[src/rtl/flash_seq_pkg.sv]
package flash_seq_pkg;

    typedef enum logic [1:0] {
        CMD_PROG  = 2'b00,
        CMD_ERASE = 2'b01,
        CMD_LOCK  = 2'b10,
        CMD_RSVD  = 2'b11
    } fl_cmd_e;

    typedef enum logic [2:0] {
        ST_IDLE,
        ST_SETUP,
        ST_WLOW,
        ST_WHIGH,
        ST_RGAP,
        ST_RLOW,
        ST_PAUSE,
        ST_DONE
    } fl_state_e;

    localparam logic [14:0] UNLK_A = 15'h5555;
    localparam logic [14:0] UNLK_B = 15'h2AAA;

endpackage

[src/rtl/flash_cmd_rom.sv]
// Maps (command, step) to the address/data pair of one write cycle.
module flash_cmd_rom
    import flash_seq_pkg::*;
#(
    parameter int AW = 19
) (
    input  fl_cmd_e          cmd,
    input  logic [2:0]       step,
    input  logic [AW-1:0]    tgt_addr,
    input  logic [7:0]       tgt_data,
    output logic [AW-1:0]    wr_addr,
    output logic [7:0]       wr_data,
    output logic             last
);
    localparam logic [AW-1:0] A_HI = AW'(UNLK_A);
    localparam logic [AW-1:0] A_LO = AW'(UNLK_B);

    always_comb begin
        wr_addr = A_HI;
        wr_data = 8'hAA;
        last    = 1'b0;
        if (cmd == CMD_PROG) begin
            last = (step == 3'd3);
            case (step)
                3'd0:    begin wr_addr = A_HI;     wr_data = 8'hAA;    end
                3'd1:    begin wr_addr = A_LO;     wr_data = 8'h55;    end
                3'd2:    begin wr_addr = A_HI;     wr_data = 8'hA0;    end
                default: begin wr_addr = tgt_addr; wr_data = tgt_data; end
            endcase
        end else begin
            last = (step == 3'd5);
            case (step)
                3'd0:    begin wr_addr = A_HI; wr_data = 8'hAA; end
                3'd1:    begin wr_addr = A_LO; wr_data = 8'h55; end
                3'd2:    begin wr_addr = A_HI; wr_data = 8'h80; end
                3'd3:    begin wr_addr = A_HI; wr_data = 8'hAA; end
                3'd4:    begin wr_addr = A_LO; wr_data = 8'h55; end
                default: begin
                    wr_addr = A_HI;
                    wr_data = (cmd == CMD_LOCK) ? 8'h40 : 8'h10;
                end
            endcase
        end
    end
endmodule

[src/rtl/flash_poll_eval.sv]
// Decides from one read whether the internal operation has ended.
module flash_poll_eval (
    input  logic       toggle_mode,
    input  logic [7:0] rd_byte,
    input  logic [7:0] exp_byte,
    input  logic       prev_b6,
    input  logic       have_prev,
    output logic       finished
);
    always_comb begin
        if (toggle_mode) finished = have_prev && (rd_byte[6] == prev_b6);
        else             finished = (rd_byte[7] == exp_byte[7]);
    end
endmodule

[src/rtl/flash_cmd_seq.sv]
module flash_cmd_seq
    import flash_seq_pkg::*;
#(
    parameter int AW        = 19,
    parameter int WP_CYC    = 5,
    parameter int WPH_CYC   = 5,
    parameter int TGAP_CYC  = 8,
    parameter int RD_CYC    = 4,
    parameter int PAUSE_CYC = 50_000_000,
    parameter int MAX_POLLS = 1_000_000
) (
    input  logic          clk,
    input  logic          rst_n,
    input  logic          req_valid,
    output logic          req_ready,
    input  logic [1:0]    req_cmd,
    input  logic          req_toggle,
    input  logic [AW-1:0] req_addr,
    input  logic [7:0]    req_data,
    output logic          done,
    output logic          err,
    output logic [AW-1:0] fl_addr,
    output logic [7:0]    fl_dq_out,
    output logic          fl_dq_oe,
    input  logic [7:0]    fl_dq_in,
    output logic          fl_ce_n,
    output logic          fl_we_n,
    output logic          fl_oe_n
);
    localparam int M1 = (WP_CYC > WPH_CYC) ? WP_CYC : WPH_CYC;
    localparam int M2 = (TGAP_CYC > RD_CYC) ? TGAP_CYC : RD_CYC;
    localparam int M3 = (M1 > M2) ? M1 : M2;
    localparam int MAXC = (M3 > PAUSE_CYC) ? M3 : PAUSE_CYC;
    localparam int CW = $clog2(MAXC + 1);
    localparam int PW = $clog2(MAX_POLLS + 1);

    typedef struct packed {
        fl_state_e      st;
        fl_cmd_e        cmd;
        logic           tog;
        logic [2:0]     step;
        logic [AW-1:0]  tgt;
        logic [7:0]     dat;
        logic [CW-1:0]  cnt;
        logic [PW-1:0]  polls;
        logic           prev6;
        logic           have_prev;
        logic           err;
    } seq_t;

    seq_t q, d;

    logic [AW-1:0] rom_addr;
    logic [7:0]    rom_data;
    logic          rom_last;
    logic          poll_fin;

    flash_cmd_rom #(.AW(AW)) u_rom (
        .cmd      (q.cmd),
        .step     (q.step),
        .tgt_addr (q.tgt),
        .tgt_data (q.dat),
        .wr_addr  (rom_addr),
        .wr_data  (rom_data),
        .last     (rom_last)
    );

    flash_poll_eval u_eval (
        .toggle_mode (q.tog),
        .rd_byte     (fl_dq_in),
        .exp_byte    (q.dat),
        .prev_b6     (q.prev6),
        .have_prev   (q.have_prev),
        .finished    (poll_fin)
    );

    always_comb begin
        d = q;
        case (q.st)
            ST_IDLE: begin
                if (req_valid) begin
                    d.cmd       = fl_cmd_e'(req_cmd);
                    d.tog       = req_toggle;
                    d.tgt       = req_addr;
                    d.dat       = (fl_cmd_e'(req_cmd) == CMD_PROG) ? req_data : 8'hFF;
                    d.step      = 3'd0;
                    d.polls     = '0;
                    d.have_prev = 1'b0;
                    d.err       = (fl_cmd_e'(req_cmd) == CMD_RSVD);
                    d.st        = (fl_cmd_e'(req_cmd) == CMD_RSVD) ? ST_DONE : ST_SETUP;
                end
            end
            ST_SETUP: begin
                d.st  = ST_WLOW;
                d.cnt = CW'(WP_CYC - 1);
            end
            ST_WLOW: begin
                if (q.cnt == '0) begin
                    d.st  = ST_WHIGH;
                    d.cnt = CW'(WPH_CYC - 1);
                end else begin
                    d.cnt = q.cnt - 1'b1;
                end
            end
            ST_WHIGH: begin
                if (q.cnt != '0) begin
                    d.cnt = q.cnt - 1'b1;
                end else if (!rom_last) begin
                    d.step = q.step + 3'd1;
                    d.st   = ST_SETUP;
                end else if (q.cmd == CMD_LOCK) begin
                    d.st  = ST_PAUSE;
                    d.cnt = CW'(PAUSE_CYC - 1);
                end else begin
                    d.st  = ST_RGAP;
                    d.cnt = CW'(TGAP_CYC - 1);
                end
            end
            ST_RGAP: begin
                if (q.cnt == '0) begin
                    d.st  = ST_RLOW;
                    d.cnt = CW'(RD_CYC - 1);
                end else begin
                    d.cnt = q.cnt - 1'b1;
                end
            end
            ST_RLOW: begin
                if (q.cnt != '0) begin
                    d.cnt = q.cnt - 1'b1;
                end else begin
                    d.polls     = q.polls + 1'b1;
                    d.prev6     = fl_dq_in[6];
                    d.have_prev = 1'b1;
                    if (poll_fin) begin
                        d.st = ST_DONE;
                    end else if (q.polls == PW'(MAX_POLLS - 1)) begin
                        d.st  = ST_DONE;
                        d.err = 1'b1;
                    end else begin
                        d.st  = ST_RGAP;
                        d.cnt = CW'(TGAP_CYC - 1);
                    end
                end
            end
            ST_PAUSE: begin
                if (q.cnt == '0) d.st = ST_DONE;
                else             d.cnt = q.cnt - 1'b1;
            end
            default: begin
                d.st = ST_IDLE;
            end
        endcase
    end

    always_ff @(posedge clk or negedge rst_n) begin
        if (!rst_n) begin
            q       <= '0;
            q.st    <= ST_IDLE;
            q.cmd   <= CMD_PROG;
        end else begin
            q <= d;
        end
    end

    logic in_write;
    assign in_write  = (q.st == ST_SETUP) || (q.st == ST_WLOW) || (q.st == ST_WHIGH);
    assign req_ready = (q.st == ST_IDLE);
    assign done      = (q.st == ST_DONE);
    assign err       = done && q.err;
    assign fl_we_n   = (q.st != ST_WLOW);
    assign fl_oe_n   = (q.st != ST_RLOW);
    assign fl_ce_n   = !(in_write || (q.st == ST_RGAP) || (q.st == ST_RLOW));
    assign fl_dq_oe  = in_write;
    assign fl_dq_out = rom_data;
    assign fl_addr   = in_write ? rom_addr : q.tgt;

    // Strobe width counter used only by the timing check below.
    logic [CW-1:0] we_low_q;
    always_ff @(posedge clk or negedge rst_n) begin
        if (!rst_n)        we_low_q <= '0;
        else if (!fl_we_n) we_low_q <= we_low_q + 1'b1;
        else               we_low_q <= '0;
    end


    we_width_chk: assert property (@(posedge clk) disable iff (!rst_n)
        $rose(fl_we_n) |-> (we_low_q == CW'(WP_CYC)));


    wr_bus_stable_chk: assert property (@(posedge clk) disable iff (!rst_n)
        !fl_we_n |-> ($stable(fl_addr) && $stable(fl_dq_out)));


    no_rd_wr_overlap_chk: assert property (@(posedge clk) disable iff (!rst_n)
        !fl_oe_n |-> (fl_we_n && !fl_dq_oe));


    busy_not_ready_chk: assert property (@(posedge clk) disable iff (!rst_n)
        !fl_ce_n |-> !req_ready);


    done_pulse_chk: assert property (@(posedge clk) disable iff (!rst_n)
        done |=> !done);


    err_with_done_chk: assert property (@(posedge clk) disable iff (!rst_n)
        err |-> done);

endmodule

[config.mk]
export PLATFORM = sky130hd
export DESIGN_NAME = flash_cmd_seq
export DESIGN_NICKNAME = d
export VERILOG_FILES = /design/src/rtl/flash_seq_pkg.sv /design/src/rtl/flash_cmd_rom.sv /design/src/rtl/flash_poll_eval.sv /design/src/rtl/flash_cmd_seq.sv
export SDC_FILE = /design/constraint.sdc
export NUM_CORES = 1
export LEC_CHECK = 0
export ABC_AREA = 1
export ABC_CLOCK_PERIOD_IN_PS = 2200
export BUFFER_PORTS_ARGS = -buffer_cell sky130_fd_sc_hd__buf_2
export CAP_MARGIN = 25
export CORE_UTILIZATION = 35
export CTS_CLUSTER_DIAMETER = 120
export CTS_CLUSTER_SIZE = 24
export DETAILED_ROUTE_END_ITERATION = 8
export GPL_ROUTABILITY_DRIVEN = 1
export PLACE_DENSITY = 0.54
export REMOVE_ABC_BUFFERS = 1
export SLEW_MARGIN = 40
export SYNTH_ARGS = -nofsm -noshare
export SYNTH_HDL_FRONTEND = slang
export SYNTH_HIERARCHICAL = 1
export SYNTH_SLANG_ARGS = --single-unit
export TNS_END_PERCENT = 10
[constraint.sdc]
create_clock -name clk -period 2.2 [get_ports clk]
set_input_delay 0.22 -clock clk [delete_from_list [all_inputs] [get_ports clk]]
set_output_delay 0.22 -clock clk [all_outputs]
set_load 0.01 [all_outputs]
==> out/results.txt <==
The max-slew violation total from the final report was 0; the layout overhead on the synthesized area was 18.3%. The synthesis-stage register bit count was 85; the sequential area share after synthesis was 0.365. The final antenna-violating net count was 0; the detailed-route wire length per cell was 12.6 um. The first-pass GRT wire length came out at 25200 um. The run gives 1747 as the total of fill cells in the finished design. After detailed placement, the design holds a cell count of 1182. The clock reaches the later pin of the worst-skew pair after 350 ps. The clock transition at the registers of the reported paths is 70 ps. Entering global routing, the biggest net connects 53 pins. The critical path goes through inv_1, buf_4, ha_1, nand2_1, nor2_1, nand2_1, buf_4, inv_1, nand2_1, o21ai_0, nand3_1, nand3_2, nand2_1. Summed over all cells, the static leakage comes to 3.83 nW. After synthesis, the netlist uses 38 different library cells. Buffer cell driving the clock tree root: sky130_fd_sc_hd__clkbuf_16. The share of synthesized registers carrying an async set or reset was 1.00; the synthesized instance count was 891. The initial antenna violation count is 1. The most numerous cell type found on the critical path is sky130_fd_sc_hd__nand2_1. The run gives 0.429 as the final cell utilization of the core. The logs give 0.601 for the portion of total power attributed to combinational logic and 0.519 for the tightest slew margin relative to the limit.

The remaining design rule violation count was 0; the critical path's largest stage delay was 360 ps. The critical path contains buffers and inverters numbering 4 combined. At the worst endpoint, the required time is 2440 ps. The die covers 17200 um2. For the number of global-route vias before repair, the log shows 5153.

Final critical-path share of the clock period: 0.927. The detailed placement HPWL came out at 11000 um. After the last flow step, the layout net total stands at 1024.

The core region is 16100 um2. Static timing analysis puts the maximum clock frequency at 490 MHz. The final critical path time including I/O delays and setup came out at 2040 ps.

The final global-route overflow total came out at 0. The path class of the tightest hold or removal check is input pin to flip-flop. The origin of the worst setup path is q[23]$_DFFE_PN0P_.

The register with the most flip-flops is q. TritonCTS built the clock tree. In this run the cell area of the synthesized design comes to 5830 um2. The tools report the effective utilization at floorplan as 0.363. The tools report the worst min-delay path startpoint as req_addr[10].

For the share of power burned in registers, the log shows 0.251. In this run, the number of DRC markers left after iteration 0 of detailed routing was 310. The share of layout cells above drive strength 1 works out to 0.168. The run gives 1200 as the number of cells in the finished layout apart from fillers. The area fraction of the dominant cell type after synthesis was 0.365. The run gives 0.820 as the weighted congestion reported at the end of routability-driven placement. The internal portion of the total power is 0.00487 W. The synthesized design contains 0 enable-type register cells. The total power of the final layout is 0.00966 W. After synthesis, the cell types taking the most area are sky130_fd_sc_hd__dfrtp_1 36%, sky130_fd_sc_hd__nand2_1 25%, sky130_fd_sc_hd__inv_1 5.3%.

The average instance area after synthesis works out to 6.54 um2. The die extent in x was 131 um; the overall fraction of global-route tracks in use was 0.188. Among cell families on the critical path, the largest total delay comes from simple AND/OR/NAND/NOR gates.

The worst voltage drop across the vdd grid came out at 0.554 mV. The clock network fraction of design power is 0.148. STA classifies the critical path endpoint as a flip-flop.

For this design the ratio of total power to cell area is 1400 nW/um2. Buffers placed on the I/O ports in this run total 68. The total via count after detailed routing is 5630. The count of standard-cell rows was 46; the top-level I/O count was 75.

Among all stages on the critical path, the largest delay is contributed by sky130_fd_sc_hd__dfrtp_1. At the pin with the least slew margin, the transition time is 721 ps. In this run, CTS created clock tree buffers numbering 9.

The startpoint of the most critical register-to-register path was q[23]$_DFFE_PN0P_. The analysis attributes to net switching a power of 0.00479 W. Across the run, the number of max-cap violations was 0. The largest total area in the synthesized netlist belongs to sky130_fd_sc_hd__dfrtp_1. The tools report the buffer depth of the longest clock path as 2. The critical path class is flip-flop to flip-flop. The switching portion of total power is 0.496, and the number of detailed-routing iterations run before antenna repair is 5.

STA puts the critical path data arrival time at 2280 ps. The run gives 6 as the number of synthesis warnings. The tree built by TritonCTS fans out to 85 sinks. Setup violations remaining at the end of the flow were counted as 0. The detailed-route vias per instance works out to 4.69. STA classifies the critical path startpoint as a flip-flop. 0 antenna diodes ended up in the layout. Clock skew on the completed layout was measured at 8.96 ps. The number of hold violations in the final report is 0. The leading register cell type out of synthesis was sky130_fd_sc_hd__dfrtp_1. The flip-flop count of the largest register, all copies and words added was 85. The largest driver fanout on the critical path came out at 5. In the final layout, the registers with the most flip-flops are q: 85 flops.

The flow ran to the end, and the final reports show no timing, DRC or antenna violations. In this run the number of H-tree levels came out at 3. The die is 131 um tall. After detailed routing, the total wire length is 15100 um.
[final cells by class]
class | instances | area, um2 | area share
Clock buffer | 11 | 233 | 0.0338
Clock inverter | 5 | 36.3 | 0.00526
Inverter | 90 | 340 | 0.0494
Multi-Input combinational cell | 691 | 3240 | 0.471
Sequential cell | 85 | 2130 | 0.309
Tap cell | 216 | 270 | 0.0392
Timing Repair Buffer | 102 | 642 | 0.0931
[through the flow]
step / setup TNS (ps) / worst slack, ps / cell area (um2) / hold WS, ps
after detailed placement: 0 / 47.0 / 6580 / 330
after floorplan: -35140 / -934 / 5680 / -75.6
after CTS: 0 / 27.3 / 6860 / 56.7
after global routing: -2.66 / -2.66 / 6890 / 59.8
after global placement: 0 / 94.9 / 6580 / 333
final: 0 / 160 / 6890 / 67.1
[cells by family (layout without fill, tap and decap cells)]
| group | after synthesis | in the layout | share of synthesized area |
|---|---|---|---|
| xor+xnor | 20 | 20 | 0.0301 |
| flops | 85 | 85 | 0.365 |
| simple gates | 582 | 582 | 0.434 |
| buf+inv | 115 | 208 | 0.0829 |
| compound gates | 85 | 85 | 0.0794 |
| fa+ha+maj | 4 | 4 | 0.00859 |
[layout by cell type (no fill, tap or decap), types with 4 or more instances in the layout]
cell type,n
sky130_fd_sc_hd__nand2_4,4
sky130_fd_sc_hd__xor2_1,16
sky130_fd_sc_hd__nand3_1,41
sky130_fd_sc_hd__clkbuf_16,9
sky130_fd_sc_hd__a21oi_1,10
sky130_fd_sc_hd__dfrtp_1,84
sky130_fd_sc_hd__o21ai_0,56
sky130_fd_sc_hd__nor2_1,76
sky130_fd_sc_hd__inv_2,5
sky130_fd_sc_hd__nand3_2,12
sky130_fd_sc_hd__buf_2,67
sky130_fd_sc_hd__xnor2_1,4
sky130_fd_sc_hd__buf_4,30
sky130_fd_sc_hd__nand2_2,4
sky130_fd_sc_hd__ha_1,4
sky130_fd_sc_hd__nand4_1,9
sky130_fd_sc_hd__nor2_2,9
sky130_fd_sc_hd__inv_1,83
sky130_fd_sc_hd__nand2_1,391
sky130_fd_sc_hd__o22ai_1,8
sky130_fd_sc_hd__nor2_4,6
sky130_fd_sc_hd__nor3_1,17
[cells in the mapped netlist (all sizes together) (4+ instances only)]
library cell,n
nand4,9
clkbuf,12
buf,13
xnor2,4
ha,4
nor2,93
inv,89
nand2,400
nand3,54
dfrtp,85
o22ai,8
xor2,16
a21oi,10
o21ai,57
nor3,18
[worst reg2reg max path: stages, from the launching register on]
cell                      delay, ps
sky130_fd_sc_hd__dfrtp_1        360
sky130_fd_sc_hd__inv_1           80
sky130_fd_sc_hd__buf_4          130
sky130_fd_sc_hd__ha_1           200
sky130_fd_sc_hd__nand2_1        120
sky130_fd_sc_hd__nor2_1         220
sky130_fd_sc_hd__nand2_1        100
sky130_fd_sc_hd__buf_4          150
sky130_fd_sc_hd__inv_1          110
sky130_fd_sc_hd__nand2_1         70
sky130_fd_sc_hd__o21ai_0        160
sky130_fd_sc_hd__nand3_1        100
sky130_fd_sc_hd__nand3_2         80
sky130_fd_sc_hd__nand2_1         40
[power groups by stage]
stage / sequential (W) / clock [W] / combinational, W
2_1_floorplan: 0.00237 / 0 / 0.00389
3_3_place_gp: 0.00244 / 0 / 0.00575
3_5_place_dp: 0.00244 / 0 / 0.00577
4_1_cts: 0.00242 / 0.00148 / 0.00579
5_1_grt: 0.00249 / 0.00154 / 0.00661
6_report: 0.00242 / 0.00143 / 0.00581
[layer usage]
layer | vias up | global-route usage | part of all wire | wire length (um)
met4 | 2 | 0.0406 | 0.0066 | 100
met3 | 9 | 0.0383 | 0.041 | 621
met5 | - | 0 | 0.00086 | 13
met1 | 2549 | 0.257 | 0.50 | 7570
li1 | 2970 | - | - | -
met2 | 100 | 0.305 | 0.45 | 6840
[worst paths after layout]
| check | to | cells past startpoint | slack (ps) |
|---|---|---|---|
| max | q[45]$_DFFE_PN0P_ | 13 | 160 |
| min | q[67]$_DFFE_PN0P_ | 3 | 70 |
| max reg2reg | q[45]$_DFFE_PN0P_ | 13 | 160 |
| min reg2reg | q[51]$_DFFE_PN0P_ | 2 | 470 |
| max in group asynchronous | q[77]$_DFFE_PN0P_ | 3 | 1100 |
| min in group asynchronous | q[41]$_DFFE_PN0P_ | 2 | 480 |
[repair_timing]
| item | 4_1_cts | 5_1_grt |
|---|---|---|
| setup buffers | 0 | 1 |
| hold buffers | 1 | 0 |
| resized for setup | 0 | 11 |
| endpoints found under the hold margin | 50 | 0 |
| endpoints found under the setup margin | 0 | 51 |
No activity file was read; power rests on OpenSTA's default activity.
